<file path="src/rtl/rs_pkg.sv">
package rs_pkg;
    typedef enum logic [1:0] {
        OP_ADD  = 2'd0,
        OP_SUB  = 2'd1,
        OP_MUL  = 2'd2,
        OP_NONE = 2'd3
    } rs_op_e;
endpackage

</file>
<file path="src/rtl/rs_station.sv">
module rs_station
    import rs_pkg::*;
#(
    parameter int DATA_W = 16,
    parameter int TAG_W  = 3,
    parameter int MY_TAG = 1
) (
    input  logic              clk,
    input  logic              rst_n,
    input  logic              alloc_i,
    input  rs_op_e            iss_op_i,
    input  logic [DATA_W-1:0] iss_vj_i,
    input  logic [TAG_W-1:0]  iss_qj_i,
    input  logic [DATA_W-1:0] iss_vk_i,
    input  logic [TAG_W-1:0]  iss_qk_i,
    input  logic              bus_valid_i,
    input  logic [TAG_W-1:0]  bus_tag_i,
    input  logic [DATA_W-1:0] bus_value_i,
    input  logic              dispatch_i,
    output logic              busy_o,
    output logic              ready_o,
    output rs_op_e            op_o,
    output logic [DATA_W-1:0] vj_o,
    output logic [DATA_W-1:0] vk_o
);
    localparam logic [TAG_W-1:0] SELF = TAG_W'(MY_TAG);

    typedef struct packed {
        logic              busy;
        logic              run;
        rs_op_e            op;
        logic [DATA_W-1:0] vj;
        logic [DATA_W-1:0] vk;
        logic [TAG_W-1:0]  qj;
        logic [TAG_W-1:0]  qk;
    } slot_t;

    slot_t slot_d, slot_q;

    // Tag hit on the shared bus for a pending operand (tag 0 never matches).
    function automatic logic hit(input logic [TAG_W-1:0] q, input logic v,
                                 input logic [TAG_W-1:0] t);
        return v && (q != '0) && (q == t);
    endfunction

    always_comb begin
        slot_d = slot_q;
        if (alloc_i) begin
            slot_d.busy = 1'b1;
            slot_d.run  = 1'b0;
            slot_d.op   = iss_op_i;
            if (hit(iss_qj_i, bus_valid_i, bus_tag_i)) begin
                slot_d.vj = bus_value_i;
                slot_d.qj = '0;
            end else begin
                slot_d.vj = iss_vj_i;
                slot_d.qj = iss_qj_i;
            end
            if (hit(iss_qk_i, bus_valid_i, bus_tag_i)) begin
                slot_d.vk = bus_value_i;
                slot_d.qk = '0;
            end else begin
                slot_d.vk = iss_vk_i;
                slot_d.qk = iss_qk_i;
            end
        end else if (slot_q.busy) begin
            if (dispatch_i) begin
                slot_d.run = 1'b1;
            end
            if (hit(slot_q.qj, bus_valid_i, bus_tag_i)) begin
                slot_d.vj = bus_value_i;
                slot_d.qj = '0;
            end
            if (hit(slot_q.qk, bus_valid_i, bus_tag_i)) begin
                slot_d.vk = bus_value_i;
                slot_d.qk = '0;
            end
            if (bus_valid_i && bus_tag_i == SELF) begin
                slot_d.busy = 1'b0;
                slot_d.run  = 1'b0;
            end
        end
    end

    always_ff @(posedge clk) begin
        if (!rst_n) begin
            slot_q <= '0;
        end else begin
            slot_q <= slot_d;
        end
    end

    assign busy_o  = slot_q.busy;
    assign ready_o = slot_q.busy && !slot_q.run && (slot_q.qj == '0) && (slot_q.qk == '0);
    assign op_o    = slot_q.op;
    assign vj_o    = slot_q.vj;
    assign vk_o    = slot_q.vk;
endmodule

</file>
<file path="src/rtl/rs_unit.sv">
module rs_unit
    import rs_pkg::*;
#(
    parameter int DATA_W = 16,
    parameter int TAG_W  = 3,
    parameter int LAT    = 2,
    parameter bit IS_MUL = 1'b0
) (
    input  logic              clk,
    input  logic              rst_n,
    input  logic              start_i,
    input  rs_op_e            op_i,
    input  logic [DATA_W-1:0] a_i,
    input  logic [DATA_W-1:0] b_i,
    input  logic [TAG_W-1:0]  tag_i,
    input  logic              grant_i,
    output logic              idle_o,
    output logic              req_o,
    output logic [TAG_W-1:0]  tag_o,
    output logic [DATA_W-1:0] res_o
);
    localparam int CNT_W = $clog2(LAT + 1);

    typedef struct packed {
        logic [CNT_W-1:0]  cnt;
        logic [DATA_W-1:0] res;
        logic [TAG_W-1:0]  tag;
    } exe_t;

    exe_t exe_d, exe_q;
    logic [DATA_W-1:0] result_w;

    generate
        if (IS_MUL) begin : g_mul
            logic [DATA_W-1:0] prod_lo;
            logic [DATA_W-1:0] unused_prod_hi;
            rs_op_e            unused_op;
            assign {unused_prod_hi, prod_lo} = {{DATA_W{1'b0}}, a_i} * {{DATA_W{1'b0}}, b_i};
            assign unused_op = op_i;
            assign result_w  = prod_lo;
        end else begin : g_add
            assign result_w = (op_i == OP_SUB) ? (a_i - b_i) : (a_i + b_i);
        end
    endgenerate

    always_comb begin
        exe_d = exe_q;
        if (start_i) begin
            exe_d.cnt = CNT_W'(LAT);
            exe_d.res = result_w;
            exe_d.tag = tag_i;
        end else if (exe_q.cnt > CNT_W'(1)) begin
            exe_d.cnt = exe_q.cnt - CNT_W'(1);
        end else if (exe_q.cnt == CNT_W'(1) && grant_i) begin
            exe_d.cnt = '0;
        end
    end

    always_ff @(posedge clk) begin
        if (!rst_n) begin
            exe_q <= '0;
        end else begin
            exe_q <= exe_d;
        end
    end

    assign idle_o = (exe_q.cnt == '0);
    assign req_o  = (exe_q.cnt == CNT_W'(1));
    assign tag_o  = exe_q.tag;
    assign res_o  = exe_q.res;
endmodule

</file>
<file path="src/rtl/rs_cluster.sv">
module rs_cluster
    import rs_pkg::*;
#(
    parameter int DATA_W  = 16,
    parameter int N_ADD   = 3,
    parameter int N_MUL   = 2,
    parameter int ADD_LAT = 2,
    parameter int MUL_LAT = 3,
    localparam int N_ST   = N_ADD + N_MUL,
    localparam int TAG_W  = $clog2(N_ST + 1)
) (
    input  logic              clk,
    input  logic              rst_n,
    input  logic              iss_valid,
    input  logic [1:0]        iss_op,
    input  logic [DATA_W-1:0] iss_vj,
    input  logic [TAG_W-1:0]  iss_qj,
    input  logic [DATA_W-1:0] iss_vk,
    input  logic [TAG_W-1:0]  iss_qk,
    output logic              iss_ready,
    output logic [TAG_W-1:0]  iss_tag,
    output logic              bus_valid,
    output logic [TAG_W-1:0]  bus_tag,
    output logic [DATA_W-1:0] bus_value
);
    localparam int IDX_W = $clog2(N_ST);

    rs_op_e            op_in;
    logic              iss_is_mul;
    logic              iss_legal;
    logic [N_ST-1:0]   st_busy;
    logic [N_ST-1:0]   st_ready;
    logic [N_ST-1:0]   alloc_v;
    logic [N_ST-1:0]   dispatch_v;
    rs_op_e            st_op [N_ST];
    logic [DATA_W-1:0] st_vj [N_ST];
    logic [DATA_W-1:0] st_vk [N_ST];

    logic              alloc_hit;
    logic [IDX_W-1:0]  alloc_pick;
    logic              add_hit, mul_hit;
    logic [IDX_W-1:0]  add_sel, mul_sel;

    logic              add_start, add_idle, add_req, add_grant;
    logic              mul_start, mul_idle, mul_req, mul_grant;
    logic [TAG_W-1:0]  add_tag, mul_tag;
    logic [DATA_W-1:0] add_res, mul_res;

    assign op_in      = rs_op_e'(iss_op);
    assign iss_is_mul = (op_in == OP_MUL);
    assign iss_legal  = (op_in != OP_NONE);

    // Lowest free station inside the range owned by the requested unit.
    always_comb begin : alloc_search
        alloc_hit  = 1'b0;
        alloc_pick = '0;
        for (int i = 0; i < N_ST; i++) begin
            if (!alloc_hit && !st_busy[i] &&
                ((iss_is_mul && i >= N_ADD) || (!iss_is_mul && i < N_ADD))) begin
                alloc_hit  = 1'b1;
                alloc_pick = IDX_W'(i);
            end
        end
    end

    assign iss_ready = iss_legal && alloc_hit;
    assign iss_tag   = TAG_W'(alloc_pick) + TAG_W'(1);

    // Fixed low-index priority among ready stations of each unit.
    always_comb begin : add_search
        add_hit = 1'b0;
        add_sel = '0;
        for (int i = 0; i < N_ADD; i++) begin
            if (!add_hit && st_ready[i]) begin
                add_hit = 1'b1;
                add_sel = IDX_W'(i);
            end
        end
    end

    always_comb begin : mul_search
        mul_hit = 1'b0;
        mul_sel = IDX_W'(N_ADD);
        for (int i = N_ADD; i < N_ST; i++) begin
            if (!mul_hit && st_ready[i]) begin
                mul_hit = 1'b1;
                mul_sel = IDX_W'(i);
            end
        end
    end

    assign add_start = add_idle && add_hit;
    assign mul_start = mul_idle && mul_hit;

    // Single result bus: multiplier wins a tie, adder waits.
    assign mul_grant = mul_req;
    assign add_grant = add_req && !mul_req;
    assign bus_valid = add_req || mul_req;
    assign bus_tag   = mul_req ? mul_tag : add_tag;
    assign bus_value = mul_req ? mul_res : add_res;

    generate
        for (genvar g = 0; g < N_ST; g++) begin : g_st
            assign alloc_v[g]    = iss_valid && iss_ready && (alloc_pick == IDX_W'(g));
            assign dispatch_v[g] = (add_start && add_sel == IDX_W'(g)) ||
                                   (mul_start && mul_sel == IDX_W'(g));
            rs_station #(
                .DATA_W (DATA_W),
                .TAG_W  (TAG_W),
                .MY_TAG (g + 1)
            ) u_st (
                .clk         (clk),
                .rst_n       (rst_n),
                .alloc_i     (alloc_v[g]),
                .iss_op_i    (op_in),
                .iss_vj_i    (iss_vj),
                .iss_qj_i    (iss_qj),
                .iss_vk_i    (iss_vk),
                .iss_qk_i    (iss_qk),
                .bus_valid_i (bus_valid),
                .bus_tag_i   (bus_tag),
                .bus_value_i (bus_value),
                .dispatch_i  (dispatch_v[g]),
                .busy_o      (st_busy[g]),
                .ready_o     (st_ready[g]),
                .op_o        (st_op[g]),
                .vj_o        (st_vj[g]),
                .vk_o        (st_vk[g])
            );
        end
    endgenerate

    rs_unit #(
        .DATA_W (DATA_W),
        .TAG_W  (TAG_W),
        .LAT    (ADD_LAT),
        .IS_MUL (1'b0)
    ) u_add (
        .clk     (clk),
        .rst_n   (rst_n),
        .start_i (add_start),
        .op_i    (st_op[add_sel]),
        .a_i     (st_vj[add_sel]),
        .b_i     (st_vk[add_sel]),
        .tag_i   (TAG_W'(add_sel) + TAG_W'(1)),
        .grant_i (add_grant),
        .idle_o  (add_idle),
        .req_o   (add_req),
        .tag_o   (add_tag),
        .res_o   (add_res)
    );

    rs_unit #(
        .DATA_W (DATA_W),
        .TAG_W  (TAG_W),
        .LAT    (MUL_LAT),
        .IS_MUL (1'b1)
    ) u_mul (
        .clk     (clk),
        .rst_n   (rst_n),
        .start_i (mul_start),
        .op_i    (st_op[mul_sel]),
        .a_i     (st_vj[mul_sel]),
        .b_i     (st_vk[mul_sel]),
        .tag_i   (TAG_W'(mul_sel) + TAG_W'(1)),
        .grant_i (mul_grant),
        .idle_o  (mul_idle),
        .req_o   (mul_req),
        .tag_o   (mul_tag),
        .res_o   (mul_res)
    );
endmodule

</file>
<file path="config.mk">
export PLATFORM = sky130hd
export DESIGN_NAME = rs_cluster
export DESIGN_NICKNAME = d
export VERILOG_FILES = /design/src/rtl/rs_pkg.sv /design/src/rtl/rs_station.sv /design/src/rtl/rs_unit.sv /design/src/rtl/rs_cluster.sv
export SDC_FILE = /design/constraint.sdc
export NUM_CORES = 1
export LEC_CHECK = 0
export ABC_AREA = 1
export BUFFER_PORTS_ARGS = -buffer_cell sky130_fd_sc_hd__buf_4
export CAP_MARGIN = 0
export CORE_UTILIZATION = 60
export CTS_BUF_LIST = sky130_fd_sc_hd__clkbuf_4
export CTS_CLUSTER_SIZE = 25
export DETAILED_ROUTE_END_ITERATION = 6
export GPL_TIMING_DRIVEN = 1
export PLACE_DENSITY_LB_ADDON = 0.05
export REMOVE_ABC_BUFFERS = 1
export SLEW_MARGIN = 20
export SYNTH_ARGS = -nofsm -noshare
export SYNTH_HDL_FRONTEND = slang
export SYNTH_SLANG_ARGS = --single-unit
</file>
<file path="constraint.sdc">
create_clock -name clk -period 8.4 [get_ports clk]
set_input_delay 2.52 -clock clk [delete_from_list [all_inputs] [get_ports clk]]
set_output_delay 2.52 -clock clk [all_outputs]
set_load 0.01 [all_outputs]
</file>
Yosys cells after proc, flatten, opt, wreduce, memory -nomap -nowiden
Index checks and enable logic that the tools add are counted.

storage, ports and cells
  bits in registers = 252
  output and inout port bits = 24
  bits of input ports = 43

cells by class
  magnitude comparators = 4
  multiply operators = 1
  bitwise operators = 3
  $add $sub $neg = 7
  muxes and demuxes = 95
  eq/ne operators = 34
  reduce and logical (&&, ||, !) cells = 173

operators by type and width
  operator                                              count
  two-way mux 38 bit                                    10
  two-way mux 16 bit                                    22
  binary-select mux 16 bit (select 3 bit)               4
  logical AND 1 bit                                     77
  two-way mux 2 bit                                     26
  two-way mux 3 bit                                     15
  nonzero test 2 bit                                    21
  nonzero test 3 bit                                    14
  logical NOT 3 bit                                     13
  equality test 3 bit                                   12
  AND reduction 2 bit                                   15
  equality test 3 x 2 -> 1 bit (second input constant)  8
  logical NOT 1 bit                                     19
  two-way mux 1 bit                                     17
  adder 16 bit                                          1
  multiplier 16 x 16 -> 16 bit                          1
  subtractor 16 bit                                     1
  equality test 3 bit (second input constant)           5
  equality test 3 x 1 -> 1 bit (second input constant)  4
  OR reduction 2 bit                                    6
  adder 3 x 1 -> 3 bit (second input constant)          3
  >= comparator 4 bit (second input constant)           2
  inverter 3 -> 4 bit                                   2
  binary-select mux 2 bit (select 3 bit)                1
  other kinds (8)                                       18

Logic depth before layout (Yosys ltp)
Gate-level depths: netlist (run 1).

  depth in word-level cells = 25
  depth in mapped cells = 36

Hierarchy
Synthesis (run 1) repeated with hierarchy kept, for this count alone.

unflattened totals
  cells, all modules = 3543
  area total of the unflattened synthesis = 22475.3 um^2

modules (own cells, without submodules)
  module                     instances  sequential area each (um^2)  cells an instance  area each (um^2)
  rs_unit (u_mul)            1          420.4                        762                5303.8
  rs_station (g_st[2].u_st)  1          840.8                        405                2693.8
  rs_station (g_st[3].u_st)  1          840.8                        409                2656.3
  rs_station (g_st[1].u_st)  1          840.8                        409                2638.8
  rs_station (g_st[0].u_st)  1          840.8                        405                2637.5
  rs_station (g_st[4].u_st)  1          840.8                        405                2633.8
  rs_unit (u_add)            1          420.4                        359                2253.4
  rs_cluster                 1          0.0                          389                1657.8

Worst setup path before layout (run 1)
Ideal clock, no wire load.

  kind = input -> output
  start = input iss_op[1]
  end = output iss_tag[2]
  stages on the path = 9
  arrival = 3.870 ns
  required time = 5.880 ns
  setup slack = 2.010 ns
  path through = inv_1 -> nor2_1 -> inv_1 -> nor2_1 -> a31oi_1 -> inv_1 -> ha_1 -> ha_1 -> inv_1

between the ends
  cells in the longest elaborated chain, start to end = 21

RTL lines
  item                             RTL line          source
  start: declaration               rs_cluster.sv:15  input logic [1:0] iss_op,
  equality test 2 bit *            rs_cluster.sv:50  assign iss_is_mul = (op_in == OP_MUL);
  logical NOT 1 bit                --
  logical AND 1 bit                rs_cluster.sv:58  if (!alloc_hit && !st_busy[i] &&
  two-way mux 1 bit                rs_cluster.sv:58
  logical NOT 1 bit                rs_cluster.sv:58
  logical AND 1 bit (2 in series)  rs_cluster.sv:58
  two-way mux 1 bit                rs_cluster.sv:58
  logical NOT 1 bit                rs_cluster.sv:58
  logical AND 1 bit (2 in series)  rs_cluster.sv:58
  two-way mux 1 bit                rs_cluster.sv:58
  logical NOT 1 bit                rs_cluster.sv:58
  logical AND 1 bit (2 in series)  rs_cluster.sv:58
  two-way mux 1 bit                rs_cluster.sv:58
  logical NOT 1 bit                rs_cluster.sv:58
  logical AND 1 bit (2 in series)  rs_cluster.sv:58
  two-way mux 3 bit *              rs_cluster.sv:58
  adder 3 x 1 -> 3 bit *           rs_cluster.sv:67  assign iss_tag = TAG_W'(alloc_pick) + TAG_W'(1);
  end: declaration                 rs_cluster.sv:21  output logic [TAG_W-1:0] iss_tag,

Mark *: on every way between the ends. The rest lies on a longest branch, timed or not.

Worst setup path after layout (run 1)
  start = register g_st[4].u_st.slot_q, in the netlist g_st[4].u_st.busy_o
  end = register u_mul.exe_q, in the netlist u_mul.res_o[14]

between the ends
  cells in the longest elaborated chain, start to end = 10

RTL lines
  item                                                               RTL line                              source
  start: declaration                                                 rs_station.sv:38                      slot_t slot_d, slot_q;
  start signal: assignment                                           rs_station.sv:89                      slot_q <= slot_d;
  logical AND 1 bit * (3 in series)                                  rs_station.sv:94                      assign ready_o = slot_q.busy && !slot_q.run && (slot_q.qj == '0) && (slot_q.qk == '0);
  logical AND 1 bit *                                                rs_cluster.sv:85                      if (!mul_hit && st_ready[i]) begin
  two-way mux 3 bit                                                  rs_cluster.sv:85
  inverter 3 -> 4 bit (implied by the code)                          rs_cluster.sv:163, rs_cluster.sv:164
  binary-select mux 16 bit (select 3 bit), on equally long branches  rs_cluster.sv:163, rs_cluster.sv:164
  two-way mux 16 bit, on equally long branches (2 in series)         rs_cluster.sv:163, rs_cluster.sv:164
  multiplier 16 x 16 -> 16 bit                                       rs_unit.sv:38                         assign {unused_prod_hi, prod_lo} = {{DATA_W{1'b0}}, a_i} * {{DATA_W{1'b0}}, b_i};
  end signal: assignment                                             rs_unit.sv:61                         exe_q <= '0;
  end signal: assignment                                             rs_unit.sv:63                         exe_q <= exe_d;
  end: declaration                                                   rs_unit.sv:30                         exe_t exe_d, exe_q;

Mark *: on every way between the ends. The rest lies on a longest branch, timed or not. The select of a mux whose other input is x is not followed.
A chain may end at the register's enable or synchronous reset.

==> impl_metrics.json, run 1 <==
{
  "critPathRequiredTime_ns": 9.02,
  "ys_warn_count": 0,
  "synthAdderAreaFrac_pct": 14.04,
  "hold_class": "reg -> reg",
  "reg2reg_depth": 27,
  "synth_most_common_cell": "nand2_1",
  "antenna_found_initial": 4,
  "yosys.area.top_type": "dfxtp_1",
  "synth_top_family_by_area": "simple AND/OR/NAND/NOR gates",
  "io_pins": 67,
  "period_needed_ns": 7.234,
  "ctsRootBufferMaster": "clkbuf_4",
  "wl_met1_mm": 23.02,
  "startpoint": "g_st[4].u_st.busy_o",
  "die_h_um": 174.2,
  "cts_tree": "done",
  "gp_congestion": 0.9730,
  "ys_top_cells_by_count": "nand2_1 (912), inv_1 (292), nor2_1 (260)",
  "peakVddDrop_mv": 0.1768,
  "tightest_slew_ns": 1.344,
  "finalCritPeriodShare_pct": 86.12,
  "synth_cell_types": 53,
  "timing.fmax_mhz": 138.2,
  "dr.pass1.iters": 7,
  "worstSetupEndpoint": "u_mul.res_o[14]",
  "clkTransAtPathRegs_ns": 0.07,
  "netlist_area_sq_mm": 0.01779,
  "path_class": "reg -> reg",
  "clock_latency_ns": 0.72,
  "synthCells": 2681,
  "rows": 62,
  "netlist_top_cells_area": "dfxtp_1 (28%), nand2_1 (19%), fa_1 (9.1%), inv_1 (6.2%), a31oi_1 (5.5%)",
  "skew_ns": 0.07438,
  "synthFlopType": "dfxtp_1",
  "numCtsBuffers": 70,
  "ys_ff_latch": 247,
  "num_vias": 18720,
  "via_per_inst": 5.905,
  "overflow": 0,
  "h-tree-depth": 3,
  "synth_compound_area_share_pct": 16.08,
  "relSlewSlack_pct": 9.429,
  "setup_viol": 0,
  "wl_met2_mm": 28.73,
  "ys_seq_area_share_pct": 27.80,
  "nets": 2930,
  "drv_slew": 0,
  "drv_cap": 0,
  "synth_top_area_share_pct": 27.80,
  "synth_edf_count": 0,
  "hold_violations": 0,
  "die_area_sq_mm": 0.03034,
  "fillers": 2557,
  "grt_pass1_wl_mm": 97.45,
  "hold_buffers": 0,
  "final_util_pct": 67.26,
  "end_kind": "register",
  "core-area_sq_mm": 0.02894,
  "top_layer_used": "met4",
  "area_delta_synth_final_pct": 9.427,
  "cts_resized": 0,
  "drt_iter0_markers": 2418,
  "synthMuxAreaShare_pct": 0,
  "portBuffers": 66,
  "postCtsSetupBuffers": 0,
  "async_flop_share_pct": 0,
  "r2r_slack_ns": 1.17,
  "synth_simple_gate_area_share_pct": 29.27,
  "status": "finished, final reports clean",
  "die_width_um": 174.2,
  "leakage_uw": 0.008660,
  "grt_pass1_vias": 17960,
  "cp_max_fo": 29,
  "wl_mm": 62.99,
  "drc": 0,
  "power.density_mw_per_mm2": 165.9,
  "r2r-end": "u_mul.res_o[14]",
  "grt.total_usage_pct": 41.46,
  "rr_startpoint": "g_st[4].u_st.busy_o",
  "wl_per_cell_um": 19.87,
  "synth_xor_area_share_pct": 3.201,
  "crit_path_start_kind": "register",
  "grt_max_degree": 75,
  "tns_ns": 0,
  "cp.arrival_ns": 7.85,
  "whs_path_depth": 2,
  "layout-drive-gt1-share_pct": 11.02,
  "wl_met3_mm": 6.848,
  "rsz0062_at_grt": "false",
  "clock-sinks": 247,
  "start_util_pct": 61.47,
  "dpl.hpwl_mm": 45.92,
  "synth_area_per_cell_sq_um": 6.634,
  "antenna_left": 0,
  "cts_buffer_depth": 3
}
-- layer usage --
| metal | vias to the layer above | track usage, % |
|---|---|---|
| met5 | - | 0 |
| met1 | 8594 | 48.99 |
| met4 | 0 | 28.44 |
| met2 | 1171 | 67.73 |
| li1 | 8691 | - |
| met3 | 264 | 8.574 |
-- worst min-delay path by stage --
stage                               from              endpoint  slack, ns
finish                    u_add.tag_o[2]        u_add.tag_o[2]       0.45
global route        g_st[1].u_st.op_o[0]  g_st[1].u_st.op_o[0]       0.48
CTS                       u_add.tag_o[2]        u_add.tag_o[2]       0.45
detailed placement        u_add.tag_o[2]        u_add.tag_o[2]       0.44
global placement          u_add.tag_o[2]        u_add.tag_o[2]       0.44
floorplan           g_st[1].u_st.op_o[0]  g_st[1].u_st.op_o[0]       0.42
-- layout by cell type (no fill, tap or decap), types with 3 or more instances in the layout --
cell type / netlist / layout
a2111oi_4: 2 / 4
a211oi_1: 3 / 3
a21boi_0: 3 / 3
a21oi_1: 124 / 124
a21oi_2: 12 / 12
a31oi_1: 156 / 156
buf_4: 9 / 107
clkbuf_4: 0 / 110
clkinv_1: 8 / 12
dfxtp_1: 247 / 247
fa_1: 81 / 81
ha_1: 70 / 70
inv_1: 292 / 292
inv_2: 9 / 10
nand2_1: 912 / 911
nand2_2: 4 / 5
nand3_1: 69 / 68
nand3b_1: 14 / 14
nor2_1: 260 / 257
nor2_2: 4 / 6
nor3_1: 10 / 10
nor4_1: 5 / 5
o211ai_1: 12 / 12
o21ai_0: 115 / 115
o21ai_1: 10 / 10
o21ai_2: 14 / 14
o31ai_1: 4 / 4
or2_1: 3 / 3
or2_2: 24 / 24
xnor2_1: 27 / 27
xor2_1: 38 / 38
-- report_power, final --
group	internal, uW	leakage [uW]	switching, uW
Sequential	1220	0.00200	29.7
Combinational	283	0.00613	558
Clock	593	0.000533	546
Total	2100	0.00866	1130
-- through the flow --
step | area (sq um) | total power, uW | std cells | hold slack, ns | worst slack (ns)
detailed placement | 18580 | 2088 | 3048 | 0.4402 | 1.240
floorplan | 17240 | 1801 | 2557 | 0.4242 | 0.6693
global placement | 18580 | 2074 | 3048 | 0.4373 | 1.426
CTS | 19460 | 3202 | 3169 | 0.4499 | 1.274
finish | 19460 | 3230 | 3170 | 0.4493 | 1.166
global route | 19460 | 3369 | 3170 | 0.4780 | 0.6851
-- area by class of cell --
class	instances	area, sq um	area share [%]
Inverter	309	1162	5.972
Multi-Input combinational cell	2001	11190	57.48
Sequential cell	247	4945	25.41
Timing Repair Buffer	107	803.3	4.127
Antenna cell	1	2.502	0.01286
Tap cell	384	480.5	2.469
Clock inverter	11	56.30	0.2893
Clock buffer	110	825.8	4.243
-- critical path, stage by stage (launching register included) --
cell and delay (ns):
dfxtp_1 0.38, inv_2 0.07, nor2_1 0.08, nand3_1 0.10, nor2_2 0.09, buf_4 0.31
nand2_2 0.36, o21ai_1 0.65, clkinv_1 0.52, nor2_1 0.25, fa_1 0.46, fa_1 0.47
ha_1 0.21, fa_1 0.48, inv_1 0.06, fa_1 0.44, fa_1 0.52, inv_1 0.04
ha_1 0.33, a21oi_1 0.19, a21boi_0 0.32, o21ai_0 0.18, a21oi_1 0.17, nor2_1 0.05
nor2_1 0.12, xor2_1 0.07, o21ai_0 0.16, inv_1 0.05
-- registers in the layout, summed over array words and instances (netlist names) --
signal and count:
u_mul.tag_o 2, u_mul.exe_q 2, g_st.u_st.op_o 6, g_st.u_st.vk_o 80, u_add.res_o 16, u_mul.res_o 16
u_add.tag_o 3, u_add.exe_q 2, g_st.u_st.busy_o 5, g_st.u_st.vj_o 80, g_st.u_st.slot_q 35
-- kinds of logic after synthesis --
family / count (synthesis)
AOI/OAI and AO/OA: 474
adders and majority gates: 151
DFF: 247
buffers and inverters: 433
xor gates and xnor gates: 65
and+or+nand+nor: 1311
Note: power is estimated with default switching activity, not from simulation.
==> inputs of run 2 (changes only) <==
- CORE_UTILIZATION: 60 -> 40
- MAX_ROUTING_LAYER: default -> met4
==> run 2 against run 1 <==
  * Routed wire length up 8.5%
  * Cell count up 6.7%
  * Maximum frequency is 2.5% higher
  * Setup slack improved by 0.17 ns
  * Power is 1.9% higher
  * Non-clock buffer count grew 4
  * Die area is 49% higher
  * Clock power up 4%
  * Highest routed layer unchanged
  * Critical path depth increased by 1
  * Flip-flop and latch count is the same
  * Clock-buffer cell count shrank 2
  * Utilization fell by 22 points
==> impl_metrics.json, run 2 (same netlist as run 1, synthesis figures left out) <==
{
  "status": "finished, final reports clean",
  "rsz0062_at_grt": "false",
  "critPathRequiredTime_ns": 9.01,
  "cp_common_cell": "fa_1",
  "start_util_pct": 40.93,
  "post-place-ws_ns": 1.444,
  "dpl.hpwl_mm": 48.81,
  "timing.fmax_mhz": 141.6,
  "r2r_slack_ns": 1.34,
  "wl_mm": 68.32,
  "hold_buffers": 0,
  "path_class": "reg -> reg",
  "grt_pass1_vias": 17390,
  "crit_cells": 28,
  "portBuffers": 66,
  "area_delta_synth_final_pct": 11.25,
  "wl_per_cell_um": 20.20,
  "nets": 2940,
  "clkTransAtPathRegs_ns": 0.06,
  "cp.arrival_ns": 7.67,
  "layout-drive-gt1-share_pct": 11.02,
  "drt_iter0_markers": 1360,
  "gp_congestion": 0.9353,
  "cts_tree": "done",
  "dr.pass1.iters": 7,
  "drc": 0,
  "die_h_um": 212.9,
  "crit_path_start_kind": "register",
  "via_per_inst": 5.356,
  "core-area_sq_mm": 0.04346,
  "max_stage_delay_ns": 0.56,
  "grt_pass1_wl_mm": 102.6,
  "startpoint": "g_st[4].u_st.busy_o",
  "finalCritPeriodShare_pct": 84.06,
  "peakVddDrop_mv": 0.1541,
  "cp_max_fo": 35,
  "dpl_cell_area_sq_mm": 0.01886,
  "clock-sinks": 247,
  "worstSetupEndpoint": "u_mul.res_o[14]",
  "antenna_left": 0,
  "hold_violations": 0,
  "io_pins": 67,
  "grt.total_usage_pct": 31.48,
  "rows": 76,
  "r2r-end": "u_mul.res_o[14]",
  "tns_ns": 0,
  "ctsRootBufferMaster": "clkbuf_4",
  "skew_ns": 0.1009,
  "drv_slew": 0,
  "period_needed_ns": 7.061,
  "clock_latency_ns": 0.81,
  "hold_class": "reg -> reg",
  "die_area_sq_mm": 0.04531,
  "grt_max_degree": 112,
  "crit_buf_inv": 7,
  "tightest_slew_ns": 1.121,
  "power.density_mw_per_mm2": 166.3,
  "overflow": 0,
  "layout_commonest_cell": "nand2_1",
  "drv_cap": 0,
  "h-tree-depth": 3,
  "final_area_sq_mm": 0.01979,
  "cts_resized": 0,
  "numCtsBuffers": 76,
  "antenna_found_initial": 5,
  "num_vias": 18120,
  "rr_startpoint": "g_st[4].u_st.busy_o",
  "end_kind": "register",
  "setup_viol": 0,
  "slowest_stage": "fa_1",
  "die_width_um": 212.9,
  "cts_buffer_depth": 3,
  "leakage_uw": 0.008669,
  "final_cell_mix": "nand2_1 (911), inv_1 (289), nor2_1 (257)",
  "postCtsSetupBuffers": 0,
  "reg2reg_depth": 28,
  "crit_family": "adder cells",
  "fin_ws_ns": 1.339,
  "relSlewSlack_pct": 24.51
}
-- run 2: routing by layer --
metal	track usage [%]	wire length (um)	vias up
met2	51.17	32170	664
met5	-	0	-
met3	7.133	5447	166
li1	-	-	8736
met1	37.37	28000	8549
met4	13.15	2713	0
-- run 2: per-stage QoR --
stage	cells	utilization, %	hold slack [ns]	total power [uW]
finish	3382	45.53	0.4474	3291
global route	3382	45.53	0.4864	3460
CTS	3379	45.51	0.4522	3311
detailed placement	3253	43.40	0.4450	2118
global placement	3253	43.40	0.4354	2114
floorplan	2557	-	0.4242	1801
-- run 2: final cells by class --
cell class                      count  area [sq um]
Tap cell                          585         732.0
Sequential cell                   247          4945
Fill cell                        4614         23670
Clock inverter                     18         106.4
Clock buffer                      108         810.8
Antenna cell                        3         7.507
Multi-Input combinational cell   2001         11190
Timing Repair Buffer              111         833.3
Inverter                          309          1165
-- run 2: how the worst min path moves through the flow --
stage,startpoint,end,slack [ns],depth (start not counted)
after detailed placement,g_st[1].u_st.op_o[0],g_st[1].u_st.op_o[0],0.45,2
final,g_st[1].u_st.op_o[0],g_st[1].u_st.op_o[0],0.45,2
after CTS,g_st[1].u_st.op_o[0],g_st[1].u_st.op_o[0],0.45,2
after floorplan,g_st[1].u_st.op_o[0],g_st[1].u_st.op_o[0],0.42,2
after global placement,u_add.tag_o[2],u_add.tag_o[2],0.44,2
after global routing,u_add.tag_o[2],u_add.tag_o[2],0.49,2
-- run 2: report_power, final --
part           total, uW  internal, uW  switching, uW
logic                855           286            569
registers           1250          1220           29.3
clock network       1190           617            569
-- run 2: worst min-delay path: cells and delay by family, from the launching register on --
kind | cells | cell delay, ns
buf+inv | 1 | 0.05
flops | 1 | 0.29
compound gates | 1 | 0.05
==> inputs of run 3 (changes only) <==
- clock period: 8.4 -> 6.27 ns (I/O delays scaled with it)
==> run 3 against run 2 <==
  * Clock power up 31%
  * Cell count up 1.9%
  * Routed wire length up 2.4%
  * Clock skew down 0.058 ns
  * Non-clock buffer count up 63
  * Maximum frequency up 17%
  * Register-to-register slack worse by 1.1 ns
  * Critical path depth up 1
  * Largest cell class unchanged
  * Highest routed layer unchanged
==> impl_metrics.json, run 3 (same netlist as run 1, synthesis figures left out) <==
{
  "via_per_inst": 5.293,
  "peakVddDrop_mv": 0.1578,
  "layout_commonest_cell": "nand2_1",
  "crit_cells": 29,
  "critPathRequiredTime_ns": 6.95,
  "dpl.hpwl_mm": 51.64,
  "fillers": 4705,
  "post-place-ws_ns": 0.08799,
  "skew_ns": 0.04254,
  "cp_max_fo": 13,
  "layout-drive-gt1-share_pct": 14.18,
  "crit_family": "adder cells",
  "reg2reg_depth": 29,
  "p_sw_uw": 1578,
  "period_needed_ns": 6.017,
  "grt_pass1_wl_mm": 105.3,
  "cts_tree": "done",
  "startpoint": "g_st[4].u_st.busy_o",
  "finalCritPeriodShare_pct": 95.97,
  "drv_slew": 0,
  "final_util_pct": 47.11,
  "portBuffers": 66,
  "die_width_um": 212.9,
  "sw_frac_of_total_pct": 35.73,
  "relSlewSlack_pct": 24.56,
  "r2r-end": "u_mul.res_o[13]",
  "final_area_sq_mm": 0.02047,
  "p_clk_share_pct": 35.3,
  "combPwrFrac_pct": 26.8,
  "crit_buf_inv": 11,
  "clock_latency_ns": 0.82,
  "clkTransAtPathRegs_ns": 0.06,
  "antenna_left": 0,
  "wl_per_cell_um": 20.31,
  "h-tree-depth": 3,
  "die_area_sq_mm": 0.04531,
  "io_pins": 67,
  "start_util_pct": 40.93,
  "cp.arrival_ns": 6.70,
  "seqPwrFrac_pct": 37.9,
  "grt_max_degree": 87,
  "rsz0062_at_grt": "true",
  "gp_congestion": 0.9450,
  "leakage_uw": 0.009000,
  "nets": 3000,
  "slowest_stage": "fa_1",
  "num_vias": 18240,
  "power.total_uw": 4415,
  "grt_pass1_vias": 17560,
  "hold_buffers": 0,
  "r2r_slack_ns": 0.25,
  "worstSetupEndpoint": "u_mul.res_o[13]",
  "dpl_cell_area_sq_mm": 0.01929,
  "cp_common_cell": "fa_1",
  "dr.pass1.iters": 6,
  "tns_ns": 0,
  "max_stage_delay_ns": 0.51,
  "crit_path_start_kind": "register",
  "path_class": "reg -> reg",
  "ctsRootBufferMaster": "clkbuf_4",
  "rr_startpoint": "g_st[4].u_st.busy_o",
  "tightest_slew_ns": 1.123,
  "drt_iter0_markers": 1433,
  "drv_cap": 0,
  "setup_viol": 0,
  "antenna_found_initial": 2,
  "hold_class": "reg -> reg",
  "overflow": 0,
  "timing.fmax_mhz": 166.2,
  "numCtsBuffers": 73,
  "rows": 76,
  "drc": 0,
  "core-area_sq_mm": 0.04346,
  "fin_ws_ns": 0.2530,
  "hold_violations": 0,
  "end_kind": "register",
  "p_int_uw": 2837,
  "wl_mm": 69.97,
  "final_cell_mix": "nand2_1 (901), inv_1 (286), nor2_1 (252)",
  "grt.total_usage_pct": 32.37,
  "die_h_um": 212.9,
  "area_delta_synth_final_pct": 15.10,
  "power.density_mw_per_mm2": 215.7,
  "status": "finished, final reports clean",
  "clock-sinks": 247,
  "cts_buffer_depth": 3
}
==> run 3: cell count changes in the layout (fill, tap and decap cells not counted), sizes merged <==
cell / change
buf: +62
bufinv: -1
clkbuf: +5
clkinv: -2
clkinvlp: -1
diode: +2
inv: -1
==> run 3: worst min-delay path by stage <==
stage,endpoint,depth (start not counted),slack [ns],start
2_1_floorplan,g_st[1].u_st.op_o[0],2,0.42,g_st[1].u_st.op_o[0]
3_3_place_gp,g_st[1].u_st.op_o[0],2,0.44,g_st[1].u_st.op_o[0]
5_1_grt,u_mul.tag_o[2],2,0.49,u_mul.tag_o[2]
6_report,u_mul.exe_q[20],2,0.45,u_mul.exe_q[19]
3_5_place_dp,g_st[1].u_st.op_o[0],2,0.44,g_st[1].u_st.op_o[0]
4_1_cts,g_st[1].u_st.op_o[0],2,0.45,g_st[1].u_st.op_o[0]
==> run 3: per-stage QoR <==
step | hold WS [ns] | instances
global route | 0.4856 | 3446
detailed placement | 0.4435 | 3307
floorplan | 0.4242 | 2557
global placement | 0.4376 | 3307
finish | 0.4494 | 3446
CTS | 0.4527 | 3432
==> run 3: final cells by class <==
cell class / count / area [sq um] / share of cell area [%]
antenna: 5 / 12.51 / 0.06112
clock buffer: 112 / 840.8 / 4.107
clock inverter: 13 / 50.05 / 0.2445
inverter: 309 / 1171 / 5.721
multi-input combinational: 2001 / 11350 / 55.45
sequential: 247 / 4946 / 24.16
tap: 585 / 732.0 / 3.575
timing repair buffer: 174 / 1368 / 6.680
==> run 3: tightest hold or removal path, delay by kind of cell (launching register included) <==
kind | cells | cell delay [ns]
flip-flops | 1 | 0.32
AND/OR/NAND/NOR | 1 | 0.06
AO/OA/AOI/OAI | 1 | 0.05
==> run 3: power by group through the flow <==
stage	combinational [uW]	clock [uW]	sequential, uW
floorplan	719	0	1690
global placement	1160	0	1710
detailed placement	1170	0	1710
CTS	1170	1590	1670
global route	1300	1680	1680
finish	1180	1560	1670
==> run 3: metal layers <==
metal / up-vias / routed length (um) / global-route usage, %
met5: - / 0 / -
met4: 0 / 2303 / 13.02
met3: 123 / 4179 / 4.207
met2: 637 / 33600 / 53.12
met1: 8618 / 29890 / 40.18
li1: 8863 / - / -
==> run 3: what timing repair did <==
| item | 4_1_cts | 5_1_grt |
|---|---|---|
| resized for setup | 0 | 51 |
| setup buffers | 0 | 8 |
| endpoints found under the setup margin | 0 | 5 |
